### src/rtl/clkcfg_pkg.sv
package clkcfg_pkg;
  localparam int DRP_AW    = 7;
  localparam int DRP_DW    = 16;
  localparam int NUM_WORDS = 11;

  typedef enum logic [1:0] {
    ST_OK      = 2'b00,
    ST_NOLOCK  = 2'b01,
    ST_TIMEOUT = 2'b10
  } cfg_status_e;

  // Port register targeted by configuration step i.
  function automatic logic [DRP_AW-1:0] cfg_addr(input int unsigned i);
    case (i)
      0:       cfg_addr = 7'h08;
      1:       cfg_addr = 7'h09;
      2:       cfg_addr = 7'h14;
      3:       cfg_addr = 7'h15;
      4:       cfg_addr = 7'h16;
      5:       cfg_addr = 7'h18;
      6:       cfg_addr = 7'h19;
      7:       cfg_addr = 7'h1A;
      8:       cfg_addr = 7'h28;
      9:       cfg_addr = 7'h4E;
      default: cfg_addr = 7'h4F;
    endcase
  endfunction

  // Cycles in a 100 us window at the given clock rate, at least one.
  function automatic int settle_cycles(input int hz);
    settle_cycles = (hz / 10000 < 1) ? 1 : hz / 10000;
  endfunction
endpackage

### src/rtl/clkcfg_drp_xact.sv
module clkcfg_drp_xact
  import clkcfg_pkg::*;
#(
  parameter int TIMEOUT = 64
) (
  input  logic              clk,
  input  logic              rst_n,
  input  logic              go,
  input  logic              we,
  input  logic [DRP_AW-1:0] addr,
  input  logic [DRP_DW-1:0] wdata,
  input  logic              drp_rdy,
  output logic              drp_en,
  output logic              drp_we,
  output logic [DRP_AW-1:0] drp_addr,
  output logic [DRP_DW-1:0] drp_di,
  output logic              idle,
  output logic              xact_done,
  output logic              xact_timeout
);
  localparam int TW = $clog2(TIMEOUT + 1);

  typedef enum logic [1:0] {X_IDLE, X_STRB, X_WAIT} xst_e;

  xst_e              st;
  logic [TW-1:0]     wcnt;
  logic              we_q;
  logic [DRP_AW-1:0] addr_q;
  logic [DRP_DW-1:0] di_q;
  logic              wait_last;

  assign wait_last    = (wcnt == TW'(TIMEOUT - 1));
  assign drp_en       = (st == X_STRB);
  assign drp_we       = drp_en & we_q;
  assign drp_addr     = addr_q;
  assign drp_di       = di_q;
  assign idle         = (st == X_IDLE);
  assign xact_done    = (st == X_WAIT) && drp_rdy;
  assign xact_timeout = (st == X_WAIT) && !drp_rdy && wait_last;

  always_ff @(posedge clk) begin
    if (!rst_n) begin
      st     <= X_IDLE;
      wcnt   <= '0;
      we_q   <= 1'b0;
      addr_q <= '0;
      di_q   <= '0;
    end else begin
      case (st)
        X_IDLE: if (go) begin
          addr_q <= addr;
          di_q   <= wdata;
          we_q   <= we;
          st     <= X_STRB;
        end
        X_STRB: begin
          wcnt <= '0;
          st   <= X_WAIT;
        end
        X_WAIT: begin
          if (drp_rdy || wait_last) st <= X_IDLE;
          else                      wcnt <= wcnt + 1'b1;
        end
        default: st <= X_IDLE;
      endcase
    end
  end


  strobe_single_chk: assert property (@(posedge clk) disable iff (!rst_n)
    drp_en |=> !drp_en);


  go_when_idle_chk: assert property (@(posedge clk) disable iff (!rst_n)
    go |-> idle);
endmodule

### src/rtl/clkcfg_settle_timer.sv
module clkcfg_settle_timer #(
  parameter int CYCLES = 25000
) (
  input  logic clk,
  input  logic rst_n,
  input  logic arm,
  output logic expire
);
  localparam int CW = $clog2(CYCLES + 1);

  logic          running;
  logic [CW-1:0] cnt;

  assign expire = running && (cnt == CW'(CYCLES - 1));

  always_ff @(posedge clk) begin
    if (!rst_n) begin
      running <= 1'b0;
      cnt     <= '0;
    end else if (arm) begin
      running <= 1'b1;
      cnt     <= '0;
    end else if (expire) begin
      running <= 1'b0;
    end else if (running) begin
      cnt <= cnt + 1'b1;
    end
  end


  arm_idle_chk: assert property (@(posedge clk) disable iff (!rst_n)
    arm |-> !running);
endmodule

### src/rtl/clk_reprog_seq.sv
module clk_reprog_seq
  import clkcfg_pkg::*;
#(
  parameter int CLK_HZ      = 250_000_000,
  parameter int RDY_TIMEOUT = 64
) (
  input  logic                        clk,
  input  logic                        rst_n,
  input  logic                        start,
  input  logic [NUM_WORDS*DRP_DW-1:0] cfg_words,
  input  logic                        host_req,
  input  logic                        host_we,
  input  logic [DRP_AW-1:0]           host_addr,
  input  logic [DRP_DW-1:0]           host_wdata,
  output logic                        host_ack,
  output logic [DRP_DW-1:0]           host_rdata,
  input  logic                        host_rst,
  output logic                        drp_en,
  output logic                        drp_we,
  output logic [DRP_AW-1:0]           drp_addr,
  output logic [DRP_DW-1:0]           drp_di,
  input  logic [DRP_DW-1:0]           drp_do,
  input  logic                        drp_rdy,
  output logic                        syn_rst,
  input  logic                        syn_locked,
  output logic                        busy,
  output logic                        done,
  output logic [1:0]                  status
);
  localparam int SETTLE_CYC = settle_cycles(CLK_HZ);
  localparam int IDX_W      = $clog2(NUM_WORDS);

  typedef enum logic [2:0] {SQ_IDLE, SQ_ISSUE, SQ_WAIT, SQ_SETTLE, SQ_HOST} sq_e;

  sq_e               st;
  logic [DRP_DW-1:0] words_q [NUM_WORDS];
  logic [IDX_W-1:0]  idx_q;
  logic              rst_q, done_q, ack_q;
  logic [DRP_DW-1:0] rdata_q;
  cfg_status_e       status_q;

  // Named internal events
  logic              start_take, host_take, last_word, settle_arm, settle_expire;
  logic              xact_go, xact_we, xact_done, xact_timeout, xact_idle;
  logic [DRP_AW-1:0] xact_addr;
  logic [DRP_DW-1:0] xact_data;

  assign start_take = (st == SQ_IDLE) && start;
  assign host_take  = (st == SQ_IDLE) && !start && host_req;
  assign last_word  = (idx_q == IDX_W'(NUM_WORDS - 1));
  assign settle_arm = (st == SQ_WAIT) && xact_done && last_word;

  assign xact_go   = (st == SQ_ISSUE) || host_take;
  assign xact_we   = (st == SQ_ISSUE) ? 1'b1 : host_we;
  assign xact_addr = (st == SQ_ISSUE) ? cfg_addr(int'(idx_q)) : host_addr;
  assign xact_data = (st == SQ_ISSUE) ? words_q[idx_q] : host_wdata;

  clkcfg_drp_xact #(.TIMEOUT(RDY_TIMEOUT)) u_xact (
    .clk(clk), .rst_n(rst_n), .go(xact_go), .we(xact_we), .addr(xact_addr),
    .wdata(xact_data), .drp_rdy(drp_rdy), .drp_en(drp_en), .drp_we(drp_we),
    .drp_addr(drp_addr), .drp_di(drp_di), .idle(xact_idle),
    .xact_done(xact_done), .xact_timeout(xact_timeout)
  );

  clkcfg_settle_timer #(.CYCLES(SETTLE_CYC)) u_settle (
    .clk(clk), .rst_n(rst_n), .arm(settle_arm), .expire(settle_expire)
  );

  always_ff @(posedge clk) begin
    if (!rst_n) begin
      st       <= SQ_IDLE;
      idx_q    <= '0;
      rst_q    <= 1'b0;
      done_q   <= 1'b0;
      ack_q    <= 1'b0;
      rdata_q  <= '0;
      status_q <= ST_OK;
      for (int i = 0; i < NUM_WORDS; i++) words_q[i] <= '0;
    end else begin
      done_q <= 1'b0;
      ack_q  <= 1'b0;
      case (st)
        SQ_IDLE: begin
          if (start_take) begin
            for (int i = 0; i < NUM_WORDS; i++)
              words_q[i] <= cfg_words[i*DRP_DW +: DRP_DW];
            idx_q    <= '0;
            rst_q    <= 1'b1;
            status_q <= ST_OK;
            st       <= SQ_ISSUE;
          end else if (host_take) begin
            st <= SQ_HOST;
          end
        end
        SQ_ISSUE: st <= SQ_WAIT;
        SQ_WAIT: begin
          if (xact_done) begin
            if (last_word) begin
              rst_q <= 1'b0;
              st    <= SQ_SETTLE;
            end else begin
              idx_q <= idx_q + 1'b1;
              st    <= SQ_ISSUE;
            end
          end else if (xact_timeout) begin
            rst_q    <= 1'b0;
            status_q <= ST_TIMEOUT;
            done_q   <= 1'b1;
            st       <= SQ_IDLE;
          end
        end
        SQ_SETTLE: if (settle_expire) begin
          status_q <= syn_locked ? ST_OK : ST_NOLOCK;
          done_q   <= 1'b1;
          st       <= SQ_IDLE;
        end
        SQ_HOST: begin
          if (xact_done) begin
            rdata_q <= drp_do;
            ack_q   <= 1'b1;
            st      <= SQ_IDLE;
          end else if (xact_timeout) begin
            ack_q <= 1'b1;
            st    <= SQ_IDLE;
          end
        end
        default: st <= SQ_IDLE;
      endcase
    end
  end

  assign syn_rst    = (st == SQ_IDLE || st == SQ_HOST) ? host_rst : rst_q;
  assign busy       = (st != SQ_IDLE);
  assign done       = done_q;
  assign status     = status_q;
  assign host_ack   = ack_q;
  assign host_rdata = rdata_q;


  done_pulse_chk: assert property (@(posedge clk) disable iff (!rst_n)
    done_q |=> !done_q);


  status_hold_chk: assert property (@(posedge clk) disable iff (!rst_n)
    !start_take |=> ($stable(status_q) || done_q));


  rst_during_write_chk: assert property (@(posedge clk) disable iff (!rst_n)
    (st == SQ_WAIT && drp_en) |-> syn_rst);


  timeout_status_chk: assert property (@(posedge clk) disable iff (!rst_n)
    (st == SQ_WAIT && xact_timeout) |=> (status_q == ST_TIMEOUT && done_q && !busy));


  settle_release_chk: assert property (@(posedge clk) disable iff (!rst_n)
    settle_expire |-> (st == SQ_SETTLE && !syn_rst));
endmodule

### config.mk
export PLATFORM = sky130hd
export DESIGN_NAME = clk_reprog_seq
export DESIGN_NICKNAME = d
export VERILOG_FILES = /design/src/rtl/clkcfg_pkg.sv /design/src/rtl/clkcfg_drp_xact.sv /design/src/rtl/clkcfg_settle_timer.sv /design/src/rtl/clk_reprog_seq.sv
export SDC_FILE = /design/constraint.sdc
export NUM_CORES = 1
export LEC_CHECK = 0
export ABC_AREA = 1
export CAP_MARGIN = 30
export CORE_AREA = 2 2 212 110
export CTS_BUF_LIST = sky130_fd_sc_hd__clkbuf_4 sky130_fd_sc_hd__clkbuf_8
export DETAILED_ROUTE_END_ITERATION = 8
export DIE_AREA = 0 0 214 112
export HOLD_SLACK_MARGIN = 0.05
export PLACE_DENSITY = 0.87
export SYNTH_ARGS = -nofsm -noshare
export SYNTH_HDL_FRONTEND = slang
export SYNTH_SLANG_ARGS = --single-unit
export TNS_END_PERCENT = 30
### constraint.sdc
create_clock -name clk -period 22.5 [get_ports clk]
set_clock_uncertainty 0.05 [all_clocks]
set_input_delay 2.25 -clock clk [delete_from_list [all_inputs] [get_ports clk]]
set_output_delay 2.25 -clock clk [all_outputs]
set_load 0.05 [all_outputs]
**Word level (Yosys, flattened, before mapping)**

Memories as Yosys holds them, arrays and structs flattened. A register that Yosys moved wholly into a read port is not among the register bits.
Index checks and enable logic that the tools add are counted.

- Equality and inequality tests: 21
- Bitwise gates (word level): 14
- Mux-type cells: 59
- Add/sub/neg operators: 3
- Reduce and logical (&&, ||, !) cells: 32

Operators with widths:

| kind | count |
|---|---|
| two-way mux 16 bit | 12 |
| two-way mux 4 bit | 7 |
| two-way mux 1 bit | 18 |
| two-way mux 3 bit | 6 |
| adder 15 x 1 -> 15 bit, second input constant | 1 |
| == test 15 bit, second input constant | 1 |
| one-hot mux 3 bit (5 select lines) | 1 |
| two-way mux 2 bit | 7 |
| two-way mux 7 bit | 2 |
| inequality test 2 bit, second input constant | 7 |
| one-hot mux 7 bit (2 select lines) | 1 |
| AND reduction 2 bit | 7 |
| one-hot mux 2 bit (3 select lines) | 2 |
| OR 1 bit | 11 |
| logical AND 1 bit | 9 |
| one-hot mux 4 bit (2 select lines) | 1 |
| AND reduction 4 bit | 2 |
| adder 7 x 1 -> 7 bit, second input constant | 1 |
| == test 7 x 6 -> 1 bit, second input constant | 1 |
| == test 3 x 2 -> 1 bit, second input constant | 2 |
| inequality test 3 bit, second input constant | 2 |
| nonzero test 2 bit | 3 |
| nonzero test 3 bit | 2 |
| AND reduction 5 bit | 1 |
| 16 further kinds | 22 |

- Bits in registers: 77
- Output and inout bits: 47
- Memory bits (read-only): 112
- Memories kept: 2
- RAM bits: 176
- Input port bits: 223

Memory list:

| name | depth | width | rd ports | clocked after Yosys merged registers in | wr ports | line | source |
|---|---|---|---|---|---|---|---|
| words_q | 11 | 16 | 1 | 1 | 11 | clk_reprog_seq.sv:36 | `logic [DRP_DW-1:0] words_q [NUM_WORDS];` |
| (no name shown) | 16 | 7 | 1 | 1 | 0 | clkcfg_pkg.sv:14 | `case (i)` |

**Depth between registers and ports, before layout**

- Depth in word-level cells: 7
- Depth in mapped cells: 14
- Mapped depth without buffers: 14

**Modules after synthesis**

From an unflattened synthesis, not the netlist that was laid out.

- Cells, all modules: 1,522
- Area total of the unflattened synthesis: 12,585.8 sq um

By module, submodules not included:

| module | area an instance (sq um) | instances | cells an instance | seq. area each (sq um) |
|---|---|---|---|---|
| clk_reprog_seq | 10,148.5 | 1 | 1,164 | 6,065.8 |
| clkcfg_drp_xact | 1,340.0 | 1 | 177 | 660.6 |
| clkcfg_settle_timer | 1,097.3 | 1 | 181 | 320.3 |

**Least setup slack after synthesis**

No wires, ideal clock.

- Kind: input port to flip-flop
- From: input start
- To: memory words_q[0][0], enable pin
- Setup slack: 6.902 ns
- Data required time: 21.494 ns
- Arrival time: 14.592 ns
- Stages: 2
- Setup time: 0.956 ns
- Cells stage by stage: inv_1 o21ai_0

RTL lines:

| element | line | source |
|---|---|---|
| from (decl) | clk_reprog_seq.sv:9 | `input logic start,` |
| to (decl) | clk_reprog_seq.sv:36 |  |

**Worst setup path in the final report**

- From: input host_rst
- To: output syn_rst

- Longest elaborated chain between the ends: 1

Ends and longest elaborated chain:

| element | line | source |
|---|---|---|
| from (decl) | clk_reprog_seq.sv:17 | `input logic host_rst,` |
| two-way mux 1 bit | clk_reprog_seq.sv:132 | `assign syn_rst = (st == SQ_IDLE \|\| st == SQ_HOST) ? host_rst : rst_q;` |
| to (decl) | clk_reprog_seq.sv:24 | `output logic syn_rst,` |

No other way between the ends.

==> out/results.ini <==
[yosys]
ys_ff_latch = 264
seq_area_frac_synth_pct = 57.1
syn-num-nets = 1740
synth_top_area_share_pct = 42.8
syn-mean-instance-area_sq_um = 8.18
ys.warnings.count = 0
async_flop_share_pct = 0
synth_common_cells = 429 x nor2_1, 232 x inv_1, 188 x nand2_1
post_synth_num_cell_types = 35
yosys-top-cells-area = edfxtp_1 43%, dfxtp_1 14%, nor2_1 13%
yosysMostFrequentCell = nor2_1
netlist_instances = 1510
synth_area_leader_cell = edfxtp_1
synth_edf_count = 176
syn_area_sq_mm = 0.0124
synthFlopType = edfxtp_1

[layout]
drive_above_1_share_pct = 5.67
final_util_pct = 72.1
final_net_count = 1988
area_growth_pct = 29.6

[power]
clkPwrFrac_pct = 31.7
sequentialPowerShare_pct = 49.8
swShare_pct = 27.8
p_per_area_mw_per_mm2 = 73.3
internal_power_mw = 0.847
power_mw = 1.17
ir_worst_vdd_mv = 0.0390
comb_power_share_pct = 18.5
p_leak_nw = 7.08
power.net_switching_mw = 0.327

[global_routing]
antenna_found_initial = 2
grt_pass1_vias = 10400
overflow = 0
grt_pass1_wl_um = 54600
grt_start_max_net_pins = 85
gr-usage-all-layers_pct = 29.3

[die]
fp.dieArea_sq_mm = 0.0240
num_rows = 39
die_w_um = 214
die_h_um = 112
pin_count = 270
core_area_sq_mm = 0.0222
initial_core_util_pct = 55.6

[setup_path]
criticalPathCategory = in -> out
path_buf_inv = 2
cpMostUsedCell = clkdlybuf4s50_1
cp_slowest_stage_delay_ns = 0.82
crit_chain = clkdlybuf4s50_1, mux2_2, clkdlybuf4s50_1
cpMaxStageDelayCell = clkdlybuf4s50_1
end_kind = output pin
critical_path_required_ns = 20.20
startpoint_type = input pin
cp.arrival_ns = 3.66
critPathTopFamily = buffers and inverters
path_max_fanout = 1
rrSetupSlack_ns = 19.63

[sta]
min_period_ns = 5.96
max_freq_ghz = 0.168
finalCritPeriodShare_pct = 26.5
finalSetupTns_ns = 0
final_hold_viol_count = 0
slew_headroom_pct = 36.7
grt_setup_unrepaired = no
setup_viol = 0
slew_viol_final = 0
worstMarginPinSlew_ns = 0.949

[placement]
gp_routability_congestion = 0.910
port_buffers = 269
dp_hpwl_um = 24600

[routing]
num_vias = 11000
vias_per_cell = 5.25
wl_um = 35000
antenna_left = 0
post-route-drc-count = 0
wl_met1_um = 15000
first_iter_violations = 1409
route.met2.wl_um = 15400
wl_met3_um = 3920
top_layer_used = met4
drt-wirelength-per-cell_um = 16.7
dr.pass1.iters = 5

[clock_network]
cts-root-buf = clkbuf_8
hold_buffers = 0
htreeDepth = 2
cts_resized = 0
clock_sinks = 264
post_cts_buffers = 0
cts_tree = done
clk_pin_slew_ns = 0.06
clockBufferDepth = 3
numCtsBuffers = 37
insertion_delay_ns = 0.54

[run]
maxCapViolCount = 0

[hold_path]
hp-class = reg -> reg

[run_status]
status = completed

==> cell type report <==
type	instances	area [sq um]
Clock inverter	4	18.8
Timing Repair Buffer	282	2850
Antenna cell	2	5.00
Multi-Input combinational cell	935	4110
Sequential cell	264	7050
Tap cell	307	384
Fill cell	1651	6200
Inverter	238	893
Clock buffer	58	698
==> worst reg2reg max path, stage by stage (launching register included) <==
cell and delay [ns]:
dfxtp_1 0.50, nand3_2 0.57, o21ai_2 0.26, nand3_2 0.65
inv_1 0.53, o21ai_0 0.12, nor2_1 0.11
==> metrics by stage <==
stage                     hold WS [ns]  instance area (sq um)  cells  setup WS [ns]
after detailed placement         0.387                  15300   2026          16.55
after global routing             0.427                  16000   2090          16.53
after floorplan                  0.372                  12400   1510           6.90
final                            0.402                  16000   2090          16.54
after CTS                        0.401                  16000   2088          16.55
after global placement           0.395                  15200   2023          16.56
==> final timing paths <==
path,from,endpoint,cells after the start
setup / recovery,host_rst,syn_rst,3
hold / removal,u_xact.wcnt[6],u_xact.wcnt[6],2
setup reg to reg,st[0],u_xact.we_q,6
hold reg to reg,u_xact.wcnt[6],u_xact.wcnt[6],2
==> per-layer routing <==
metal	vias up	global-route usage (%)
met1	5087	42.0
met5	-	0
met4	0	8.07
met3	46	7.40
met2	594	44.4
li1	5255	-
==> sequential cells by signal, summed over array words and instances, names as in the netlist, 2 cells and up, named ones only <==
signal	flops
words_q	176
host_rdata	16
u_xact.drp_di	16
u_settle.cnt	15
u_xact.drp_addr	7
u_xact.wcnt	7
idx_q	4
st	3
status	2
u_xact.st	2
==> kinds of logic (layout without fill, tap and decap cells) <==
group,count (synthesis),count (layout),share of synthesized area (%)
muxes,1,1,0.0912
buffers and inverters,311,582,9.80
xor gates and xnor gates,4,4,0.284
and+or+nand+nor,755,755,25.1
DFF,264,264,57.1
other,0,2,0
adders and majority gates,7,7,0.709
AOI/OAI and AO/OA,168,168,6.98
==> power by group through the flow <==
stage / Combinational [mW] / Sequential [mW] / Clock [mW]
finish: 0.217 / 0.584 / 0.372
global route: 0.235 / 0.588 / 0.397
CTS: 0.215 / 0.584 / 0.375
detailed placement: 0.214 / 0.594 / 0
global placement: 0.206 / 0.593 / 0
floorplan: 0.102 / 0.624 / 0
==> cell usage in the layout (no fill, tap or decap), types with 3 or more instances in the layout <==
cell and n:
nor3_1 10, clkinv_1 3, buf_4 10, a21oi_1 58
nand3b_1 3, nand3_2 6, nand2_1 187, o21ai_1 15
buf_16 3, dfxtp_1 87, inv_2 6, nand2_2 4
nand4_1 11, ha_1 7, nand3_1 92, clkbuf_4 16
edfxtp_1 176, clkbuf_8 42, inv_1 232, nor2_1 429
xor2_1 4, o21ai_0 86, clkdlybuf4s50_1 268
No activity file was read; power rests on OpenSTA's default activity.
